==> src/rtl/pbr_pkg.sv <==
package pbr_pkg;
  typedef enum logic {
    ENG_IDLE = 1'b0,
    ENG_BUSY = 1'b1
  } eng_state_e;

  localparam logic CFG_SEL_MASTER = 1'b0;
  localparam logic CFG_SEL_SLOT   = 1'b1;
endpackage

==> src/rtl/pbr_cfg_regs.sv <==
module pbr_cfg_regs #(
  parameter int N_MST  = 4,
  parameter int N_SLOT = 8
) (
  input  logic                  clk,
  input  logic                  rst_n,
  input  logic                  cfg_we,
  input  logic                  cfg_sel,
  input  logic [3*N_SLOT-1:0]   cfg_wdata,
  output logic [3*N_SLOT-1:0]   cfg_rdata,
  output logic [N_MST-1:0]      trust_rd,
  output logic [N_MST-1:0]      trust_wr,
  output logic [N_MST-1:0]      force_user,
  output logic [N_SLOT-1:0]     slot_buf,
  output logic [N_SLOT-1:0]     slot_sup,
  output logic [N_SLOT-1:0]     slot_trust
);
  import pbr_pkg::*;

  localparam int FW = N_SLOT;
  localparam int RW = 3 * FW;

  logic [RW-1:0] mst_q;
  logic [RW-1:0] slot_q;

  always_ff @(posedge clk or negedge rst_n) begin
    if (!rst_n) begin
      mst_q  <= '0;
      slot_q <= '0;
    end else if (cfg_we) begin
      if (cfg_sel == CFG_SEL_SLOT) slot_q <= cfg_wdata;
      else                         mst_q  <= cfg_wdata;
    end
  end

  assign cfg_rdata = (cfg_sel == CFG_SEL_SLOT) ? slot_q : mst_q;

  for (genvar m = 0; m < N_MST; m++) begin : g_mst
    assign trust_rd[m]   = mst_q[m];
    assign trust_wr[m]   = mst_q[FW + m];
    assign force_user[m] = mst_q[2*FW + m];
  end

  assign slot_buf   = slot_q[FW-1:0];
  assign slot_sup   = slot_q[2*FW-1:FW];
  assign slot_trust = slot_q[3*FW-1:2*FW];
endmodule

==> src/rtl/pbr_access_check.sv <==
module pbr_access_check #(
  parameter int MID_W  = 2,
  parameter int SLOT_W = 3,
  localparam int N_MST  = 1 << MID_W,
  localparam int N_SLOT = 1 << SLOT_W
) (
  input  logic [MID_W-1:0]  mid,
  input  logic              super_in,
  input  logic              write,
  input  logic [SLOT_W-1:0] slot,
  input  logic [N_MST-1:0]  trust_rd,
  input  logic [N_MST-1:0]  trust_wr,
  input  logic [N_MST-1:0]  force_user,
  input  logic [N_SLOT-1:0] slot_buf,
  input  logic [N_SLOT-1:0] slot_sup,
  input  logic [N_SLOT-1:0] slot_trust,
  output logic              deny,
  output logic              posted
);
  logic eff_super;
  logic trusted;
  logic sup_fail;
  logic trust_fail;

  always_comb begin
    // privilege after the per-master user-mode override
    eff_super  = super_in & ~force_user[mid];
    trusted    = write ? trust_wr[mid] : trust_rd[mid];
    sup_fail   = slot_sup[slot] & ~eff_super;
    trust_fail = slot_trust[slot] & ~trusted;
    deny       = sup_fail | trust_fail;
    posted     = write & slot_buf[slot] & ~deny;
  end
endmodule

==> src/rtl/pbr_post_queue.sv <==
module pbr_post_queue #(
  parameter int AW    = 16,
  parameter int DW    = 32,
  parameter int DEPTH = 2
) (
  input  logic          clk,
  input  logic          rst_n,
  input  logic          push,
  input  logic [AW-1:0] push_addr,
  input  logic [DW-1:0] push_data,
  input  logic          pop,
  output logic [AW-1:0] head_addr,
  output logic [DW-1:0] head_data,
  output logic          empty,
  output logic          full
);
  localparam int PW = (DEPTH > 1) ? $clog2(DEPTH) : 1;
  localparam int CW = $clog2(DEPTH + 1);

  logic [AW-1:0] addr_mem [DEPTH];
  logic [DW-1:0] data_mem [DEPTH];
  logic [PW-1:0] wr_ptr;
  logic [PW-1:0] rd_ptr;
  logic [CW-1:0] count;

  function automatic logic [PW-1:0] ptr_next(input logic [PW-1:0] p);
    return (p == PW'(DEPTH - 1)) ? '0 : p + 1'b1;
  endfunction

  always_ff @(posedge clk) begin
    if (push) begin
      addr_mem[wr_ptr] <= push_addr;
      data_mem[wr_ptr] <= push_data;
    end
  end

  always_ff @(posedge clk or negedge rst_n) begin
    if (!rst_n) begin
      wr_ptr <= '0;
      rd_ptr <= '0;
      count  <= '0;
    end else begin
      if (push) wr_ptr <= ptr_next(wr_ptr);
      if (pop)  rd_ptr <= ptr_next(rd_ptr);
      case ({push, pop})
        2'b10:   count <= count + 1'b1;
        2'b01:   count <= count - 1'b1;
        default: count <= count;
      endcase
    end
  end

  assign empty     = (count == '0);
  assign full      = (count == CW'(DEPTH));
  assign head_addr = addr_mem[rd_ptr];
  assign head_data = data_mem[rd_ptr];

  AST_NO_OVERFLOW: assert property (@(posedge clk) disable iff (!rst_n)
    push |-> !full);
  AST_NO_UNDERFLOW: assert property (@(posedge clk) disable iff (!rst_n)
    pop |-> !empty);
endmodule

==> src/rtl/pbr_periph_engine.sv <==
module pbr_periph_engine #(
  parameter int AW = 16,
  parameter int DW = 32
) (
  input  logic          clk,
  input  logic          rst_n,
  input  logic          q_valid,
  input  logic [AW-1:0] q_addr,
  input  logic [DW-1:0] q_data,
  output logic          q_pop,
  input  logic          dir_start,
  input  logic [AW-1:0] dir_addr,
  input  logic          dir_write,
  input  logic [DW-1:0] dir_wdata,
  output logic          eng_idle,
  output logic          per_req,
  output logic [AW-1:0] per_addr,
  output logic          per_write,
  output logic [DW-1:0] per_wdata,
  input  logic          per_ack,
  input  logic [DW-1:0] per_rdata,
  output logic          done_dir,
  output logic [DW-1:0] done_rdata
);
  import pbr_pkg::*;

  eng_state_e    state_q;
  logic          is_dir_q;
  logic [AW-1:0] addr_q;
  logic          write_q;
  logic [DW-1:0] wdata_q;

  assign q_pop = (state_q == ENG_IDLE) && q_valid && !dir_start;

  always_ff @(posedge clk or negedge rst_n) begin
    if (!rst_n) begin
      state_q  <= ENG_IDLE;
      is_dir_q <= 1'b0;
      addr_q   <= '0;
      write_q  <= 1'b0;
      wdata_q  <= '0;
    end else begin
      case (state_q)
        ENG_IDLE: begin
          if (dir_start) begin
            state_q  <= ENG_BUSY;
            is_dir_q <= 1'b1;
            addr_q   <= dir_addr;
            write_q  <= dir_write;
            wdata_q  <= dir_wdata;
          end else if (q_valid) begin
            state_q  <= ENG_BUSY;
            is_dir_q <= 1'b0;
            addr_q   <= q_addr;
            write_q  <= 1'b1;
            wdata_q  <= q_data;
          end
        end
        default: begin
          if (per_ack) state_q <= ENG_IDLE;
        end
      endcase
    end
  end

  assign eng_idle   = (state_q == ENG_IDLE);
  assign per_req    = (state_q == ENG_BUSY);
  assign per_addr   = addr_q;
  assign per_write  = write_q;
  assign per_wdata  = wdata_q;
  assign done_dir   = per_req && per_ack && is_dir_q;
  assign done_rdata = write_q ? '0 : per_rdata;

  AST_REQ_HELD: assert property (@(posedge clk) disable iff (!rst_n)
    per_req && !per_ack |=> per_req && $stable(per_addr) && $stable(per_wdata));
  AST_REQ_RELEASE: assert property (@(posedge clk) disable iff (!rst_n)
    per_req && per_ack |=> !per_req);
  AST_NO_START_BUSY: assert property (@(posedge clk) disable iff (!rst_n)
    dir_start |-> state_q == ENG_IDLE);
endmodule

==> src/rtl/pbr_bridge.sv <==
module pbr_bridge #(
  parameter int ADDR_W  = 16,
  parameter int DATA_W  = 32,
  parameter int MID_W   = 2,
  parameter int N_SLOT  = 8,
  parameter int Q_DEPTH = 2,
  localparam int CFG_W  = 3 * N_SLOT
) (
  input  logic              clk,
  input  logic              rst_n,
  input  logic              sys_valid,
  output logic              sys_ready,
  input  logic [ADDR_W-1:0] sys_addr,
  input  logic              sys_write,
  input  logic [DATA_W-1:0] sys_wdata,
  input  logic [MID_W-1:0]  sys_mid,
  input  logic              sys_super,
  output logic              rsp_valid,
  output logic              rsp_err,
  output logic [DATA_W-1:0] rsp_rdata,
  output logic              per_req,
  output logic [ADDR_W-1:0] per_addr,
  output logic              per_write,
  output logic [DATA_W-1:0] per_wdata,
  input  logic              per_ack,
  input  logic [DATA_W-1:0] per_rdata,
  input  logic              cfg_we,
  input  logic              cfg_sel,
  input  logic [CFG_W-1:0]  cfg_wdata,
  output logic [CFG_W-1:0]  cfg_rdata
);
  localparam int N_MST    = 1 << MID_W;
  localparam int SLOT_W   = $clog2(N_SLOT);
  localparam int SLOT_LSB = ADDR_W - SLOT_W;

  logic [N_MST-1:0]  trust_rd, trust_wr, force_user;
  logic [N_SLOT-1:0] slot_buf, slot_sup, slot_trust;
  logic [SLOT_W-1:0] slot;
  logic              deny, posted, direct;
  logic              accept, push, dir_start;
  logic              q_empty, q_full, q_pop;
  logic [ADDR_W-1:0] q_addr;
  logic [DATA_W-1:0] q_data;
  logic              eng_idle, done_dir;
  logic [DATA_W-1:0] done_rdata;
  logic              dir_busy;

  pbr_cfg_regs #(.N_MST(N_MST), .N_SLOT(N_SLOT)) u_cfg (
    .clk(clk), .rst_n(rst_n), .cfg_we(cfg_we), .cfg_sel(cfg_sel),
    .cfg_wdata(cfg_wdata), .cfg_rdata(cfg_rdata),
    .trust_rd(trust_rd), .trust_wr(trust_wr), .force_user(force_user),
    .slot_buf(slot_buf), .slot_sup(slot_sup), .slot_trust(slot_trust)
  );

  assign slot = sys_addr[SLOT_LSB +: SLOT_W];

  pbr_access_check #(.MID_W(MID_W), .SLOT_W(SLOT_W)) u_chk (
    .mid(sys_mid), .super_in(sys_super), .write(sys_write), .slot(slot),
    .trust_rd(trust_rd), .trust_wr(trust_wr), .force_user(force_user),
    .slot_buf(slot_buf), .slot_sup(slot_sup), .slot_trust(slot_trust),
    .deny(deny), .posted(posted)
  );

  assign direct = !deny && !posted;

  // back-pressure: one direct transfer at a time, posted writes need a free
  // slot, direct accesses need a drained queue and an idle peripheral side
  always_comb begin
    if (dir_busy)     sys_ready = 1'b0;
    else if (deny)    sys_ready = 1'b1;
    else if (posted)  sys_ready = !q_full;
    else              sys_ready = q_empty && eng_idle;
  end

  assign accept    = sys_valid && sys_ready;
  assign push      = accept && posted;
  assign dir_start = accept && direct;

  pbr_post_queue #(.AW(ADDR_W), .DW(DATA_W), .DEPTH(Q_DEPTH)) u_q (
    .clk(clk), .rst_n(rst_n), .push(push), .push_addr(sys_addr),
    .push_data(sys_wdata), .pop(q_pop), .head_addr(q_addr),
    .head_data(q_data), .empty(q_empty), .full(q_full)
  );

  pbr_periph_engine #(.AW(ADDR_W), .DW(DATA_W)) u_eng (
    .clk(clk), .rst_n(rst_n), .q_valid(!q_empty), .q_addr(q_addr),
    .q_data(q_data), .q_pop(q_pop), .dir_start(dir_start),
    .dir_addr(sys_addr), .dir_write(sys_write), .dir_wdata(sys_wdata),
    .eng_idle(eng_idle), .per_req(per_req), .per_addr(per_addr),
    .per_write(per_write), .per_wdata(per_wdata), .per_ack(per_ack),
    .per_rdata(per_rdata), .done_dir(done_dir), .done_rdata(done_rdata)
  );

  always_ff @(posedge clk or negedge rst_n) begin
    if (!rst_n) begin
      dir_busy  <= 1'b0;
      rsp_valid <= 1'b0;
      rsp_err   <= 1'b0;
      rsp_rdata <= '0;
    end else begin
      if (dir_start)     dir_busy <= 1'b1;
      else if (done_dir) dir_busy <= 1'b0;
      rsp_valid <= (accept && (deny || posted)) || done_dir;
      rsp_err   <= accept && deny;
      rsp_rdata <= done_dir ? done_rdata : '0;
    end
  end

  AST_POST_ANSWER: assert property (@(posedge clk) disable iff (!rst_n)
    push |=> rsp_valid && !rsp_err);
  AST_DENY_ANSWER: assert property (@(posedge clk) disable iff (!rst_n)
    accept && deny |=> rsp_valid && rsp_err && rsp_rdata == '0);
  AST_DIRECT_DRAINED: assert property (@(posedge clk) disable iff (!rst_n)
    dir_start |-> q_empty && !per_req);
  AST_ONE_DIRECT: assert property (@(posedge clk) disable iff (!rst_n)
    dir_busy |-> !push && !dir_start);
endmodule

==> config.mk <==
export PLATFORM = sky130hd
export DESIGN_NAME = pbr_bridge
export DESIGN_NICKNAME = d
export VERILOG_FILES = /design/src/rtl/pbr_pkg.sv /design/src/rtl/pbr_cfg_regs.sv /design/src/rtl/pbr_access_check.sv /design/src/rtl/pbr_post_queue.sv /design/src/rtl/pbr_periph_engine.sv /design/src/rtl/pbr_bridge.sv
export SDC_FILE = /design/constraint.sdc
export NUM_CORES = 1
export LEC_CHECK = 0
export BUFFER_PORTS_ARGS = -buffer_cell sky130_fd_sc_hd__buf_2
export CORE_AREA = 2 2 143 215
export CTS_BUF_LIST = sky130_fd_sc_hd__clkbuf_2 sky130_fd_sc_hd__clkbuf_4 sky130_fd_sc_hd__clkbuf_8
export DETAILED_ROUTE_END_ITERATION = 6
export DIE_AREA = 0 0 145 217
export GPL_ROUTABILITY_DRIVEN = 1
export PLACE_DENSITY_LB_ADDON = 0.05
export REMOVE_ABC_BUFFERS = 1
export SKIP_LAST_GASP = 1
export SLEW_MARGIN = 40
export SYNTH_ARGS = -nofsm -noshare
export SYNTH_HDL_FRONTEND = slang
export SYNTH_HIERARCHICAL = 1
export SYNTH_SLANG_ARGS = --single-unit
==> constraint.sdc <==
create_clock -name clk -period 5.9 [get_ports clk]
set_input_delay 1.18 -clock clk [delete_from_list [all_inputs] [get_ports clk]]
set_output_delay 1.18 -clock clk [all_outputs]
set_load 0.1 [all_outputs]
==> impl_results.html <==
<table>
<tr><th>Metric</th><th>Value</th></tr>
<tr><th colspan="2">Routing</th></tr>
<tr><td>Post-detailed-route count of antenna-violating nets</td><td>0</td></tr>
<tr><td>Drt first-iter violations</td><td>258</td></tr>
<tr><td>Final routed wire length divided by cell count</td><td>20.17 µm</td></tr>
<tr><td>Via-per-instance ratio</td><td>around 4.9</td></tr>
<tr><td>DR pass1 iterations</td><td>5</td></tr>
<tr><td>Number of DRC violations after detailed routing</td><td>0</td></tr>
<tr><td>DRT Wirelength</td><td>26.91 mm</td></tr>
<tr><td>Via count of the routed design</td><td>roughly 6.6k</td></tr>
<tr><th colspan="2">Setup path</th></tr>
<tr><td>Data arrival at the endpoint of the critical path</td><td>3.47 ns</td></tr>
<tr><td>Category of the most critical setup path</td><td>primary input to output port</td></tr>
<tr><td>Worst setup EP type</td><td>output port</td></tr>
<tr><td>Worst reg2reg startpoint</td><td>u_cfg/mst_q[8]$_DFFE_PN0P_</td></tr>
<tr><td>Startpoint class of the critical path</td><td>primary input</td></tr>
<tr><td>CP Data Required Time</td><td>4.72 ns</td></tr>
<tr><td>Startpoint of the worst setup timing path</td><td>sys_addr[13]</td></tr>
<tr><td>Highest fanout seen on the critical path</td><td>11</td></tr>
<tr><th colspan="2">Yosys</th></tr>
<tr><td>Ranking of synthesized cells by area</td><td>dfrtp_1, edfxtp_1, mux2_2</td></tr>
<tr><td>Main combinational cell family by area after synthesis</td><td>multiplexers</td></tr>
<tr><td>Cell area after technology mapping</td><td>around 0.010 mm²</td></tr>
<tr><td>Synthesized-area fraction occupied by adder cells</td><td>0.001227</td></tr>
<tr><td>Compound-Gate Fraction of Synth Area</td><td>0.08309</td></tr>
<tr><td>Count of flip-flops with a built-in enable after synthesis</td><td>between 90 and 100</td></tr>
<tr><td>Fraction of synthesized cell area in xor and xnor cells</td><td>0.004296</td></tr>
<tr><td>Cell type with the largest total area after synthesis</td><td>dfrtp_1</td></tr>
<tr><td>Share of synthesized area spent on multiplexers</td><td>0.1661</td></tr>
<tr><td>Sequential element share of the synthesized area</td><td>0.6215</td></tr>
<tr><td>Post-synthesis async set-or-reset flop share</td><td>0.5897</td></tr>
<tr><td>Warning count from the yosys run</td><td>6</td></tr>
<tr><td>Synth Register Bits</td><td>about 230</td></tr>
<tr><td>Area fraction of the dominant cell type after synthesis</td><td>0.3387</td></tr>
<tr><td>Ys flop type</td><td>dfrtp_1</td></tr>
<tr><td>Post-synthesis cell type count</td><td>47</td></tr>
<tr><td>Simple-gate portion of the synthesized area</td><td>0.07707</td></tr>
<tr><td>Gate count of the mapped netlist</td><td>689</td></tr>
<tr><td>Mean Syn Cell Area</td><td>~15 µm²</td></tr>
<tr><th colspan="2">GRT</th></tr>
<tr><td>Pin count of the biggest net entering global routing</td><td>87</td></tr>
<tr><td>Antenna violations before repair</td><td>2</td></tr>
<tr><td>Leftover overflow at the end of global routing</td><td>0</td></tr>
<tr><td>Global-route wire length before repair</td><td>between 40 and 50 mm</td></tr>
<tr><td>Total GRT Usage</td><td>0.1718</td></tr>
<tr><td>Vias in the first global route</td><td>approximately 7.4k</td></tr>
<tr><th colspan="2">Clock tree</th></tr>
<tr><td>Setup Buffers After CTS</td><td>0</td></tr>
<tr><td>Clock sinks</td><td>roughly 230</td></tr>
<tr><td>Hold buffers post-CTS</td><td>0</td></tr>
<tr><td>Clock slew seen by the registers of the worst setup and hold paths</td><td>around 0.06 ns</td></tr>
<tr><td>Number of buffers added by the clock tree synthesis step</td><td>40</td></tr>
<tr><td>CTS root buffer</td><td>clkbuf_8</td></tr>
<tr><td>Deepest clock path buffer count</td><td>3</td></tr>
<tr><td>Resize count post-CTS</td><td>0</td></tr>
<tr><td>Clock tree from TritonCTS</td><td>built</td></tr>
<tr><td>Later-pin clock latency in the skew report</td><td>0.55 ns</td></tr>
<tr><td>H-tree depth</td><td>2</td></tr>
<tr><th colspan="2">STA</th></tr>
<tr><td>Transition time at the pin with the least slew margin</td><td>between 0.7 and 0.8 ns</td></tr>
<tr><td>Setup TNS after final layout</td><td>0 ns</td></tr>
<tr><td>Final hold viol count</td><td>0</td></tr>
<tr><td>RSZ-0062 raised after global routing</td><td>false</td></tr>
<tr><td>Setup Viol. Count Final</td><td>0</td></tr>
<tr><td>Peak clock frequency supported by timing</td><td>215.2 MHz</td></tr>
<tr><td>Final Slew Violations</td><td>0</td></tr>
<tr><td>Setup WS post-layout</td><td>between 1 and 1.5 ns</td></tr>
<tr><td>Min cycle time layout</td><td>between 4 and 5 ns</td></tr>
<tr><td>Fin crit share</td><td>0.7877</td></tr>
<tr><td>Headroom to the max-slew limit</td><td>0.4718</td></tr>
<tr><td>Clock skew</td><td>slightly above 0.02 ns</td></tr>
<tr><th colspan="2">Placement</th></tr>
<tr><td>Place WS</td><td>1.219 ns</td></tr>
<tr><td>Post-place instance area</td><td>around 0.011 mm²</td></tr>
<tr><td>Port-buffer cells</td><td>approximately 220</td></tr>
<tr><td>Final estimated routing congestion in global placement</td><td>0.7489</td></tr>
<tr><td>DPL Wire Length</td><td>around 17 mm</td></tr>
<tr><th colspan="2">Final layout</th></tr>
<tr><td>Number of antenna diodes</td><td>0</td></tr>
<tr><td>Storage cell area</td><td>0.006337 mm²</td></tr>
<tr><td>Layout area overhead</td><td>21.27%</td></tr>
<tr><td>Final core utilization</td><td>0.4153</td></tr>
<tr><td>Final non-filler cell area</td><td>0.01236 mm²</td></tr>
<tr><td>Area occupied by multi-input gates</td><td>around 0.0034 mm²</td></tr>
<tr><td>Share of final-layout standard cells stronger than drive strength 1</td><td>0.4861</td></tr>
<tr><td>Fillers</td><td>2,882</td></tr>
<tr><td>NumNets Final</td><td>1,018</td></tr>
<tr><th colspan="2">Run status</th></tr>
<tr><td>Result of the run</td><td>completed</td></tr>
<tr><th colspan="2">Die</th></tr>
<tr><td>Standard cell core area</td><td>between 0.02 and 0.03 mm²</td></tr>
<tr><td>Full die area</td><td>0.03147 mm²</td></tr>
<tr><td>Floorplan die height</td><td>~220 µm</td></tr>
<tr><td>Die Span X</td><td>approximately 150 µm</td></tr>
<tr><td>IO Pins</td><td>between 200 and 250</td></tr>
<tr><td>Initial standard-cell utilization of the core</td><td>0.3425</td></tr>
<tr><td>Number of rows in the core area</td><td>about 80</td></tr>
<tr><th colspan="2">Worst hold path</th></tr>
<tr><td>Hold/Removal Path Class</td><td>flop to flop</td></tr>
<tr><td>HP Start</td><td>u_eng/is_dir_q$_DFFE_PN0P_</td></tr>
<tr><th colspan="2">Pwr</th></tr>
<tr><td>Overall power</td><td>about 6700 µW</td></tr>
<tr><td>Leak</td><td>~0.0052 µW</td></tr>
<tr><td>Pwr/cell area</td><td>544.4 mW/mm²</td></tr>
<tr><td>Worst voltage drop across the vdd grid</td><td>~0.23 mV</td></tr>
<tr><th colspan="2">Job</th></tr>
<tr><td>Number of max-cap violations</td><td>0</td></tr>
</table>
-- cell families after synthesis --
| group | Yosys count |
|---|---|
| fa+ha+maj | 1 |
| xor+xnor | 5 |
| mux | 133 |
| simple gates | 142 |
| buf+inv | 69 |
| compound gates | 105 |
| flops | 234 |
-- report_power, final --
part	internal, µW	switching, µW	leakage [µW]
Combinational	722	2270	0.00221
Clock	866	658	0.000453
Sequential	1980	241	0.00254
Total	3570	3160	0.00520
-- area by class of cell --
type                    instances  area share
inverters                       6    0.001822
clock buffers                  58     0.05748
clock inverters                15     0.01012
well taps                     400     0.04048
repair buffers                235      0.1027
multi-input cells             386      0.2748
flip-flops and latches        234      0.5126
-- critical path, stage by stage --
cell and delay [ns]:
buf_2 0.30, mux4_2 0.54, mux2i_1 0.18, a211oi_2 0.07
nor4b_2 0.33, inv_1 0.09, o21a_1 0.19, a21oi_1 0.13
buf_2 0.45
-- through the flow --
stage                     hold WS [ns]  instances
after floorplan                 0.4399        626
after CTS                       0.4803       1332
after global placement          0.4605       1259
final                           0.4814       1334
after detailed placement        0.4581       1259
after global routing            0.5011       1334
-- synth_stat cells (2+ instances only) --
master	number
a21oi_1	2
and2_1	33
buf_2	18
buf_4	16
buf_6	12
buf_8	3
clkbuf_1	11
dfrtp_1	138
edfxtp_1	96
inv_1	5
mux2_2	90
mux2_4	30
mux2i_1	6
mux4_1	3
mux4_2	4
nand2_1	2
nand2b_1	3
nor2_1	57
nor2b_1	35
o22ai_1	48
o32ai_1	40
o32ai_2	8
or2_1	2
xnor2_1	2
xor2_1	3
-- path summary, 6_finish.rpt --
check                                             endpoint  slack (ns)  cells after the start
max                                              sys_ready        1.25                      9
min                             u_eng/is_dir_q$_DFFE_PN0P_        0.48                      2
max reg2reg                  u_q/data_mem[1][23]$_DFFE_PP_        2.50                      8
min reg2reg                     u_eng/is_dir_q$_DFFE_PN0P_        0.48                      2
max in group asynchronous    u_eng/per_addr[8]$_DFFE_PN0P_        4.20                      3
min in group asynchronous  u_eng/per_wdata[10]$_DFFE_PN0P_        0.52                      1
-- per-layer routing --
metal	track usage	wire, µm	vias up
met5	0	30	-
met4	0.05710	627	4
met3	0.04759	1642	56
met2	0.3146	14400	213
met1	0.1924	10210	3315
li1	-	-	2988
-- layout by cell type, fill, tap and decap left out, drive strengths merged, types with 3 or more instances in the layout --
| cell type | instances |
|---|---|
| a21oi | 3 |
| and2 | 33 |
| buf | 234 |
| clkbuf | 59 |
| clkinv | 12 |
| dfrtp | 138 |
| edfxtp | 96 |
| inv | 7 |
| mux2 | 120 |
| mux2i | 6 |
| mux4 | 7 |
| nand2 | 3 |
| nand2b | 4 |
| nor2 | 57 |
| nor2b | 36 |
| o22ai | 48 |
| o32ai | 48 |
| xor2 | 3 |
-- sequential cells by signal, summed over array words and instances, names as in the netlist, 2 cells and up --
signal	cells
u_q/data_mem	64
u_eng/per_addr	16
u_cfg/mst_q	24
rsp_rdata	32
u_cfg/slot_q	24
u_q/count	2
u_q/addr_mem	32
u_eng/per_wdata	32
Note: power is estimated with default switching activity, not from simulation.
